==> src/rtl/gpr_pkg.sv <==
package gpr_pkg;
   typedef enum logic [2:0] {
      SEL_ACC   = 3'd0,
      SEL_CNT   = 3'd1,
      SEL_DAT   = 3'd2,
      SEL_BAS   = 3'd3,
      SEL_STK   = 3'd4,
      SEL_FRM   = 3'd5,
      SEL_SRC   = 3'd6,
      SEL_DST   = 3'd7
   } gpr_sel_e;

   localparam int unsigned ACC_INDEX = 0;
   localparam int unsigned DAT_INDEX = 2;
endpackage

==> src/rtl/gpr_wr_decode.sv <==
module gpr_wr_decode #(
   parameter int unsigned BYTE_W = 8,
   parameter int unsigned SEL_W  = 3,
   localparam int unsigned WORD_W = 2 * BYTE_W,
   localparam int unsigned N_HALF = 2 ** (SEL_W - 1)
) (
   input  logic              wr_en,
   input  logic [SEL_W-1:0]  wr_sel,
   input  logic              wr_byte,
   input  logic [WORD_W-1:0] wr_data,
   output logic [N_HALF-1:0] lo_we,
   output logic [N_HALF-1:0] hi_we,
   output logic [N_HALF-1:0] word_we,
   output logic [BYTE_W-1:0] lo_d,
   output logic [BYTE_W-1:0] hi_d,
   output logic [WORD_W-1:0] word_d
);
   // Byte writes replicate the low data byte onto both half buses
   assign lo_d   = wr_data[BYTE_W-1:0];
   assign hi_d   = wr_byte ? wr_data[BYTE_W-1:0] : wr_data[WORD_W-1:BYTE_W];
   assign word_d = wr_data;

   for (genvar i = 0; i < N_HALF; i++) begin : g_dec
      logic hit_low_sel;
      logic hit_high_sel;
      assign hit_low_sel  = (wr_sel == SEL_W'(i));
      assign hit_high_sel = (wr_sel == SEL_W'(i + N_HALF));
      assign lo_we[i]   = wr_en && hit_low_sel;
      assign hi_we[i]   = wr_en && (wr_byte ? hit_high_sel : hit_low_sel);
      assign word_we[i] = wr_en && !wr_byte && hit_high_sel;
   end
endmodule

==> src/rtl/gpr_split_reg.sv <==
module gpr_split_reg #(
   parameter int unsigned BYTE_W = 8,
   localparam int unsigned WORD_W = 2 * BYTE_W
) (
   input  logic              clk,
   input  logic              rst,
   input  logic              lo_we,
   input  logic              hi_we,
   input  logic [BYTE_W-1:0] lo_d,
   input  logic [BYTE_W-1:0] hi_d,
   input  logic              ov_en,
   input  logic [WORD_W-1:0] ov_d,
   output logic [WORD_W-1:0] q
);
   logic [BYTE_W-1:0] lo_q;
   logic [BYTE_W-1:0] hi_q;

   always_ff @(posedge clk) begin
      if (rst) begin
         lo_q <= '0;
         hi_q <= '0;
      end else if (ov_en) begin
         lo_q <= ov_d[BYTE_W-1:0];
         hi_q <= ov_d[WORD_W-1:BYTE_W];
      end else begin
         if (lo_we) lo_q <= lo_d;
         if (hi_we) hi_q <= hi_d;
      end
   end

   assign q = {hi_q, lo_q};

   a_r1_reset_clears: assert property (@(posedge clk) rst |=> (q == '0));
   a_r5_high_kept: assert property (@(posedge clk) disable iff (rst)
      (lo_we && !hi_we && !ov_en) |=> (q[WORD_W-1:BYTE_W] == $past(q[WORD_W-1:BYTE_W])));
   a_r5_low_kept: assert property (@(posedge clk) disable iff (rst)
      (hi_we && !lo_we && !ov_en) |=> (q[BYTE_W-1:0] == $past(q[BYTE_W-1:0])));
   a_r9_override_wins: assert property (@(posedge clk) disable iff (rst)
      ov_en |=> (q == $past(ov_d)));
endmodule

==> src/rtl/gpr_word_reg.sv <==
module gpr_word_reg #(
   parameter int unsigned WORD_W = 16
) (
   input  logic              clk,
   input  logic              rst,
   input  logic              we,
   input  logic [WORD_W-1:0] d,
   output logic [WORD_W-1:0] q
);
   always_ff @(posedge clk) begin
      if (rst)     q <= '0;
      else if (we) q <= d;
   end

   a_r6_word_hold: assert property (@(posedge clk) disable iff (rst)
      !we |=> $stable(q));
   a_r1_word_reset: assert property (@(posedge clk) rst |=> (q == '0));
endmodule

==> src/rtl/gpr_read_port.sv <==
module gpr_read_port #(
   parameter int unsigned BYTE_W = 8,
   parameter int unsigned SEL_W  = 3,
   localparam int unsigned WORD_W = 2 * BYTE_W,
   localparam int unsigned N_HALF = 2 ** (SEL_W - 1)
) (
   input  logic                          clk,
   input  logic                          rst,
   input  logic [SEL_W-1:0]              sel,
   input  logic                          is_byte,
   input  logic [N_HALF-1:0][WORD_W-1:0] split_q,
   input  logic [N_HALF-1:0][WORD_W-1:0] word_q,
   output logic [WORD_W-1:0]             data
);
   logic [SEL_W-2:0]  idx;
   logic [WORD_W-1:0] pick_split;
   logic [BYTE_W-1:0] pick_byte;

   assign idx        = sel[SEL_W-2:0];
   assign pick_split = split_q[idx];

   always_comb begin
      pick_byte = sel[SEL_W-1] ? pick_split[WORD_W-1:BYTE_W] : pick_split[BYTE_W-1:0];
      if (is_byte)            data = {{BYTE_W{1'b0}}, pick_byte};
      else if (sel[SEL_W-1])  data = word_q[idx];
      else                    data = pick_split;
   end

   a_r4_byte_zero_ext: assert property (@(posedge clk) disable iff (rst)
      is_byte |-> (data[WORD_W-1:BYTE_W] == '0));
endmodule

==> src/rtl/gpr_bytefile.sv <==
module gpr_bytefile
   import gpr_pkg::*;
#(
   parameter int unsigned BYTE_W = 8,
   parameter int unsigned SEL_W  = 3,
   localparam int unsigned WORD_W = 2 * BYTE_W,
   localparam int unsigned N_HALF = 2 ** (SEL_W - 1)
) (
   input  logic              clk,
   input  logic              rst,
   input  logic [SEL_W-1:0]  rd0_sel,
   input  logic              rd0_byte,
   output logic [WORD_W-1:0] rd0_data,
   input  logic [SEL_W-1:0]  rd1_sel,
   input  logic              rd1_byte,
   output logic [WORD_W-1:0] rd1_data,
   input  logic              wr_en,
   input  logic [SEL_W-1:0]  wr_sel,
   input  logic              wr_byte,
   input  logic [WORD_W-1:0] wr_data,
   input  logic              wide_en,
   input  logic [WORD_W-1:0] wide_lo,
   input  logic [WORD_W-1:0] wide_hi
);
   if (SEL_W < 3) begin : g_bad_sel
      $error("gpr_bytefile: SEL_W must be at least 3");
   end
   if (BYTE_W < 1) begin : g_bad_byte
      $error("gpr_bytefile: BYTE_W must be positive");
   end
   if (ACC_INDEX >= N_HALF || DAT_INDEX >= N_HALF || ACC_INDEX == DAT_INDEX) begin : g_bad_idx
      $error("gpr_bytefile: wide-result targets out of range");
   end

   logic [N_HALF-1:0]             lo_we, hi_we, word_we;
   logic [BYTE_W-1:0]             lo_d, hi_d;
   logic [WORD_W-1:0]             word_d;
   logic [N_HALF-1:0][WORD_W-1:0] split_q;
   logic [N_HALF-1:0][WORD_W-1:0] word_q;

   gpr_wr_decode #(.BYTE_W(BYTE_W), .SEL_W(SEL_W)) i_dec (
      .wr_en(wr_en), .wr_sel(wr_sel), .wr_byte(wr_byte), .wr_data(wr_data),
      .lo_we(lo_we), .hi_we(hi_we), .word_we(word_we),
      .lo_d(lo_d), .hi_d(hi_d), .word_d(word_d)
   );

   for (genvar i = 0; i < N_HALF; i++) begin : g_split
      logic              ov_en;
      logic [WORD_W-1:0] ov_d;
      if (i == ACC_INDEX) begin : g_acc
         assign ov_en = wide_en;
         assign ov_d  = wide_lo;
      end else if (i == DAT_INDEX) begin : g_dat
         assign ov_en = wide_en;
         assign ov_d  = wide_hi;
      end else begin : g_plain
         assign ov_en = 1'b0;
         assign ov_d  = '0;
      end
      gpr_split_reg #(.BYTE_W(BYTE_W)) i_reg (
         .clk(clk), .rst(rst), .lo_we(lo_we[i]), .hi_we(hi_we[i]),
         .lo_d(lo_d), .hi_d(hi_d), .ov_en(ov_en), .ov_d(ov_d), .q(split_q[i])
      );
   end

   for (genvar j = 0; j < N_HALF; j++) begin : g_word
      gpr_word_reg #(.WORD_W(WORD_W)) i_reg (
         .clk(clk), .rst(rst), .we(word_we[j]), .d(word_d), .q(word_q[j])
      );
   end

   gpr_read_port #(.BYTE_W(BYTE_W), .SEL_W(SEL_W)) i_rd0 (
      .clk(clk), .rst(rst), .sel(rd0_sel), .is_byte(rd0_byte),
      .split_q(split_q), .word_q(word_q), .data(rd0_data)
   );
   gpr_read_port #(.BYTE_W(BYTE_W), .SEL_W(SEL_W)) i_rd1 (
      .clk(clk), .rst(rst), .sel(rd1_sel), .is_byte(rd1_byte),
      .split_q(split_q), .word_q(word_q), .data(rd1_data)
   );

   a_r8_wide_pair: assert property (@(posedge clk) disable iff (rst)
      wide_en |=> (split_q[ACC_INDEX] == $past(wide_lo) && split_q[DAT_INDEX] == $past(wide_hi)));
   a_r7_idle_no_change: assert property (@(posedge clk) disable iff (rst)
      (!wr_en && !wide_en) |=> ($stable(split_q) && $stable(word_q)));
endmodule

==> config.mk <==
export PLATFORM = sky130hd
export DESIGN_NAME = gpr_bytefile
export DESIGN_NICKNAME = d
export VERILOG_FILES = /design/src/rtl/gpr_pkg.sv /design/src/rtl/gpr_wr_decode.sv /design/src/rtl/gpr_split_reg.sv /design/src/rtl/gpr_word_reg.sv /design/src/rtl/gpr_read_port.sv /design/src/rtl/gpr_bytefile.sv
export SDC_FILE = /design/constraint.sdc
export NUM_CORES = 1
export LEC_CHECK = 0
export BUFFER_PORTS_ARGS = -buffer_cell sky130_fd_sc_hd__buf_2
export CORE_MARGIN = 1
export CORE_UTILIZATION = 45
export CTS_CLUSTER_SIZE = 10
export DETAILED_ROUTE_END_ITERATION = 8
export MAX_ROUTING_LAYER = met4
export PLACE_DENSITY_LB_ADDON = 0.12
export REMOVE_ABC_BUFFERS = 1
export SLEW_MARGIN = 20
export SYNTH_ARGS = -nofsm -noshare
export SYNTH_HDL_FRONTEND = slang
export SYNTH_SLANG_ARGS = --single-unit
==> constraint.sdc <==
create_clock -name clk -period 2.8 [get_ports clk]
set_input_delay 0 -clock clk [delete_from_list [all_inputs] [get_ports clk]]
set_output_delay 0 -clock clk [all_outputs]
set_load 0.005 [all_outputs]
Yosys cells after proc, flatten, opt, wreduce, memory -nomap -nowiden
Cells that the tools add are included.
{ "word_totals": {"in_bits": 64, "word_cells": 67, "ff_bits": 128, "out_inout_bits": 32} }
{ "classes": {"reduce_logical": 19, "mux": 27, "order_cmp": 2, "eq_ne": 7} }
{ "ops": {"columns": ["cell", "n"], "rows": [
  ["16-bit binary-select mux with 2-bit select", 4],
  ["16-bit two-way mux", 8],
  ["8-bit two-way mux", 11],
  ["1-bit logical AND", 13],
  ["3-bit equality test (second input constant)", 4],
  ["2-bit nonzero test", 4],
  ["3-bit by 2-bit equality test with 1-bit output (second input constant)", 2],
  ["2-bit by 3-bit less-than comparator with 1-bit output (second input constant)", 2],
  ["1-bit two-way mux", 4],
  ["3-bit by 1-bit equality test with 1-bit output (second input constant)", 1],
  ["3-bit zero test", 1],
  ["1-bit zero test", 1]
]} }

Longest topological paths before layout
{ "depth": {"ltp_word": 5, "ltp_mapped": 6, "mapped_depth_nobuf": 3} }

Cells and area by module
A second synthesis with hierarchy kept.
{ "unflattened": {"hier_cells": 790, "hier_area_um2": 8431.8} }
{ "by_module_without_submodules": {"columns": ["module", "area_each_um2", "cells_each", "n_inst", "seq_area_each_um2"], "rows": [
  ["gpr_split_reg", 802.0, 71, 4, 320.3],
  ["gpr_read_port", 1244.9, 122, 2, 0.0],
  ["gpr_word_reg", 580.6, 52, 4, 320.3],
  ["gpr_wr_decode", 407.9, 53, 1, 0.0],
  ["gpr_bytefile", 3.8, 1, 1, 0.0]
]} }

Worst setup path after synthesis
Ideal clock, no wire load.
{ "synth_path": {"kind": "input -> register", "startpoint": "input port wr_en", "endpoint": "register g_split[1].i_reg.hi_q[4]", "setup_time_ps": 132, "cell_stages": 6, "arrival_time_ps": 1015, "path_buffers": 3, "required_ps": 2668, "setup_slack_ps": 1653, "cell_sequence": "buf_2 buf_2 inv_1 clkbuf_1 nor4_1 nor3_1"} }
{ "synth_between": {"elab_chain_len": 1} }
{ "synth_rtl": {"columns": ["item", "line", "source"], "rows": [
  ["start: declaration", "gpr_bytefile.sv:17", "input logic wr_en,"],
  ["1-bit logical AND", "gpr_wr_decode.sv:29", "assign hi_we[i] = wr_en && (wr_byte ? hit_high_sel : hit_low_sel);"],
  ["end signal: assignment", "gpr_split_reg.sv:24", "hi_q <= ov_d[WORD_W-1:BYTE_W];"],
  ["end signal: assignment", "gpr_split_reg.sv:27", "if (hi_we) hi_q <= hi_d;"],
  ["end: declaration", "gpr_split_reg.sv:16", "logic [BYTE_W-1:0] hi_q;"]
]} }
No other way between the ends.
A chain may end at the register's enable or synchronous reset.

Worst setup path after layout
{ "layout_path": {"startpoint": "input port rd1_sel[0]", "endpoint": "output port rd1_data[0]"} }
{ "layout_between": {"elab_chain_len": 4, "word_cells_on_any_way": 7, "classes_between": "7 x mux"} }
{ "layout_rtl": {"columns": ["item", "line", "source"], "rows": [
  ["start: declaration", "gpr_bytefile.sv:14", "input logic [SEL_W-1:0] rd1_sel,"],
  ["16-bit binary-select mux with 2-bit select, on equally long branches", "gpr_read_port.sv:20, gpr_read_port.sv:25", null],
  ["16-bit two-way mux, on equally long branches", "gpr_read_port.sv:20, gpr_read_port.sv:25", null],
  ["16-bit two-way mux / 8-bit two-way mux (equally long branches)", "gpr_read_port.sv:25, gpr_read_port.sv:23", null],
  ["16-bit two-way mux *", "gpr_read_port.sv:24", "if (is_byte) data = {{BYTE_W{1'b0}}, pick_byte};"],
  ["end: declaration", "gpr_bytefile.sv:16", "output logic [WORD_W-1:0] rd1_data,"]
]} }
Mark *: on every way between the ends. The rest lies on a longest branch, timed or not. The select of a mux whose other input is x is not followed.

==> flow_metrics.env <==
export IMPL_outcome="completed"
export IMPL_p_leak_nw=3.47
export IMPL_pin_slew_with_the_least_headroom_to_its_limit_ps=881
export IMPL_fp_dieArea_um2=17900
export IMPL_drtIter0Drc=690
export IMPL_route_detailed_wl_per_inst_um=22.0
export IMPL_synth_top_area_share=0.328
export IMPL_clock_sinks=128
export IMPL_timing_final_hold_violations=0
export IMPL_final_antenna_net_count=0
export IMPL_die_w_um=134
export IMPL_post_cts_resize_count=0
export IMPL_powerDensity_nw_per_um2=517
export IMPL_timing_fmax_ghz=0.531
export IMPL_clock_period_minus_worst_slack_ps=1880
export IMPL_cell_type_contributing_the_most_total_cell_area_after_synthesis="dfxtp_1"
export IMPL_synth_ff_type="dfxtp_1"
export IMPL_critPathRequiredTime_ps=2800
export IMPL_worst_path_most_repeated_cell="buf_2"
export IMPL_synth_warning_count=0
export IMPL_finalMaxSlewViolations=0
export IMPL_detailedRoute_firstPassIterationCount=6
export IMPL_hpwl_um=17400
export IMPL_timing_final_crit_share=0.672
export IMPL_grt_pass1_vias=7325
export IMPL_synth_yosys_seq_area_share=0.328
export IMPL_worst_skew_pair_late_latency_ps=420
export IMPL_maximum_vdd_ir_drop_v=0.000441
export IMPL_drt_vias_per_instance=6.32
export IMPL_synth_area_um2=7810
export IMPL_setup_worst_path_end_class="primary output"
export IMPL_totalNegativeSetupSlack_ps=0
export IMPL_gr_usage_met2=0.452
export IMPL_met3_usage=0.0616
export IMPL_crit_fanout=20
export IMPL_cap_violations=0
export IMPL_cells_along_the_critical_path="buf_2 -> nor2b_1 -> a22oi_1 -> a31o_2 -> buf_2"
export IMPL_async_reset_ff_frac=0
export IMPL_num_rows=47
export IMPL_crit_start="rd1_sel[0]"
export IMPL_fp_dieH_um=134
export IMPL_netlist_cell_types=36
export IMPL_nNetsFinal=1012
export IMPL_timing_clock_skew_ps=0
export IMPL_inserted_diodes=0
export IMPL_synth_ff_latch_count=128
export IMPL_number_of_enable_type_register_cells_in_the_synthesized_netlist=0
export IMPL_dpl_cell_count=1108
export IMPL_tritoncts_num_buffers=17
export IMPL_root_buffer="clkbuf_16"
export IMPL_synth_top_cells_by_area="dfxtp_1 (33%), mux2i_1 (17%), mux4_2 (9.2%)"
export IMPL_routabilityCongestion=0.940
export IMPL_grt_first_pass_wirelength_um=40400
export IMPL_slew_limit_headroom=0.412
export IMPL_postRouteWirelength_um=25900
export IMPL_timing_critical_path_slowest_cell_delay_ps=710
export IMPL_core_um2=16800
export IMPL_cts_buffer_depth=2
export IMPL_r2r_slack_ps=2000
export IMPL_synth_avg_cell_area_um2=8.94
export IMPL_syn2layout_area_growth_pct=18.6
export IMPL_critical_path_startpoint_type="input pin"
export IMPL_worst_r2r_cell_count=2
export IMPL_worstHoldPathType="input pin to flip-flop"
export IMPL_io_buffer_count=95
export IMPL_critPathKind="input pin to primary output"
export IMPL_globalRouteOverflowTotal=0
export IMPL_cts_reportedPaths_clkPinSlew_ps=60
export IMPL_crit_slowest_cell="nor2b_1"
export IMPL_yosysMostFrequentCell="mux2i_1"
export IMPL_netlist_instances=874
export IMPL_grt_antenna_before_repair=0
export IMPL_setup_violations_final=0
export IMPL_netlist_top_cells_count="mux2i_1 (136), dfxtp_1 (128), a21oi_1 (72)"
export IMPL_htree_num_levels=4
export IMPL_vias=7457
export IMPL_rsz0062_at_grt="false"
export IMPL_busiest_layer="met2"
export IMPL_post_layout_nonfiller_instances=1180
export IMPL_cp_num_cells=5
export IMPL_clock_tree_from_tritoncts="built"
export IMPL_crit_reg2reg_capture="g_split[0].i_reg.lo_q[6]"
export IMPL_ratio_of_cells_with_drive_above_1_in_the_final_layout=0.219
export IMPL_cp_top_family="simple AND/OR/NAND/NOR gates"
export IMPL_cp_buffers_inverters=2
export IMPL_whs_ps=5.76
export IMPL_arrival_ps=1880
export IMPL_global_route_usage_met1=0.401
export IMPL_grt_util_all_layers=0.304
export IMPL_pin_count_of_the_biggest_net_entering_global_routing=49
export IMPL_drc=0
export IMPL_floorplan_initialDensity=0.466
export IMPL_ioPinCount=96
export IMPL_worst_setup_path_endpoint="rd1_data[0]"
export IMPL_r2r_start="g_split[0].i_reg.lo_q[6]"
[placed cells by master, fill, tap and decap left out, types with 2 or more instances in the layout]
cell	n
a211oi_1	16
a21oi_1	72
a22oi_1	32
a31o_2	16
a31oi_1	16
and2_1	3
buf_2	94
buf_4	23
clkbuf_1	4
clkbuf_16	17
clkbuf_8	4
clkinv_2	5
dfxtp_1	128
dlygate4sd3_1	41
inv_1	4
mux2_2	8
mux2i_1	136
mux4_2	32
nand2_1	33
nand2b_1	18
nand3_1	65
nor2_1	43
nor2b_1	21
nor3_1	16
nor4_1	16
nor4bb_2	2
o211ai_1	16
o21ai_0	64
[tightest hold or removal path, cell delays in order]
cell and delay, ps:
buf_2 70, nand2b_1 90, o211ai_1 100, mux2i_1 120
[per-layer routing]
layer | part of all wire | vias up | wire, um
met5 | 0 | - | 0
met4 | 0.023 | 0 | 592
met3 | 0.094 | 60 | 2440
met2 | 0.45 | 407 | 11600
met1 | 0.44 | 3589 | 11300
li1 | - | 3401 | -
[where the power goes]
group	switching (mW)	internal (mW)	leakage, nW	total [mW]
Combinational	0.491	0.350	2.17	0.841
Clock	0.800	1.21	0.263	2.01
Sequential	0.0499	1.89	1.04	1.94
[per-stage QoR]
stage / cell area [um^2] / utilization / power, mW / setup WS [ps]
floorplan: 7360 / - / 2.35 / 960
global placement: 8330 / 0.497 / 2.73 / 980
detailed placement: 8330 / 0.497 / 2.75 / 946
CTS: 9270 / 0.553 / 4.80 / 947
global route: 9270 / 0.553 / 4.96 / 810
finish: 9270 / 0.553 / 4.79 / 918
[logic make-up (layout without fill, tap and decap cells)]
kind of cell | Yosys count | in the layout | synth area share
buffers and inverters | 108 | 194 | 0.0596
XOR/XNOR | 2 | 2 | 0.00320
multiplexers | 176 | 176 | 0.278
flip-flops | 128 | 128 | 0.328
AO/OA/AOI/OAI | 234 | 234 | 0.186
AND/OR/NAND/NOR | 226 | 226 | 0.146
[timing repair]
item                       4_1_cts  5_1_grt
setup buffers                    0        0
hold endpoints to repair       100        0
setup endpoints to repair        0        0
hold buffers                    41        0
[state kept, by name (all words and copies together) (netlist names)]
name,cells
g_split.i_reg.lo_q,32
g_split.i_reg.hi_q,32
g_word.i_reg.q,64
[cell type report]
type,count,area (um^2)
multi-input combinational,638,4810
fill,1504,7490
timing repair buffer,159,1070
inverter,4,15.0
clock inverter,6,32.5
tap,220,275
sequential,128,2560
clock buffer,25,495
[how the worst min path moves through the flow]
| stage | cells after the start | to | from |
|---|---|---|---|
| after CTS | 4 | g_split[0].i_reg.hi_q[0] | wide_lo[8] |
| after global routing | 4 | g_split[2].i_reg.hi_q[3] | wide_hi[11] |
| after global placement | 3 | g_split[2].i_reg.lo_q[0] | wide_hi[0] |
| after detailed placement | 3 | g_split[2].i_reg.lo_q[0] | wide_hi[0] |
| final | 4 | g_split[2].i_reg.hi_q[4] | wide_hi[12] |
| after floorplan | 1 | rd0_data[10] | rd0_byte |
Power figures use the tool's default switching activity.
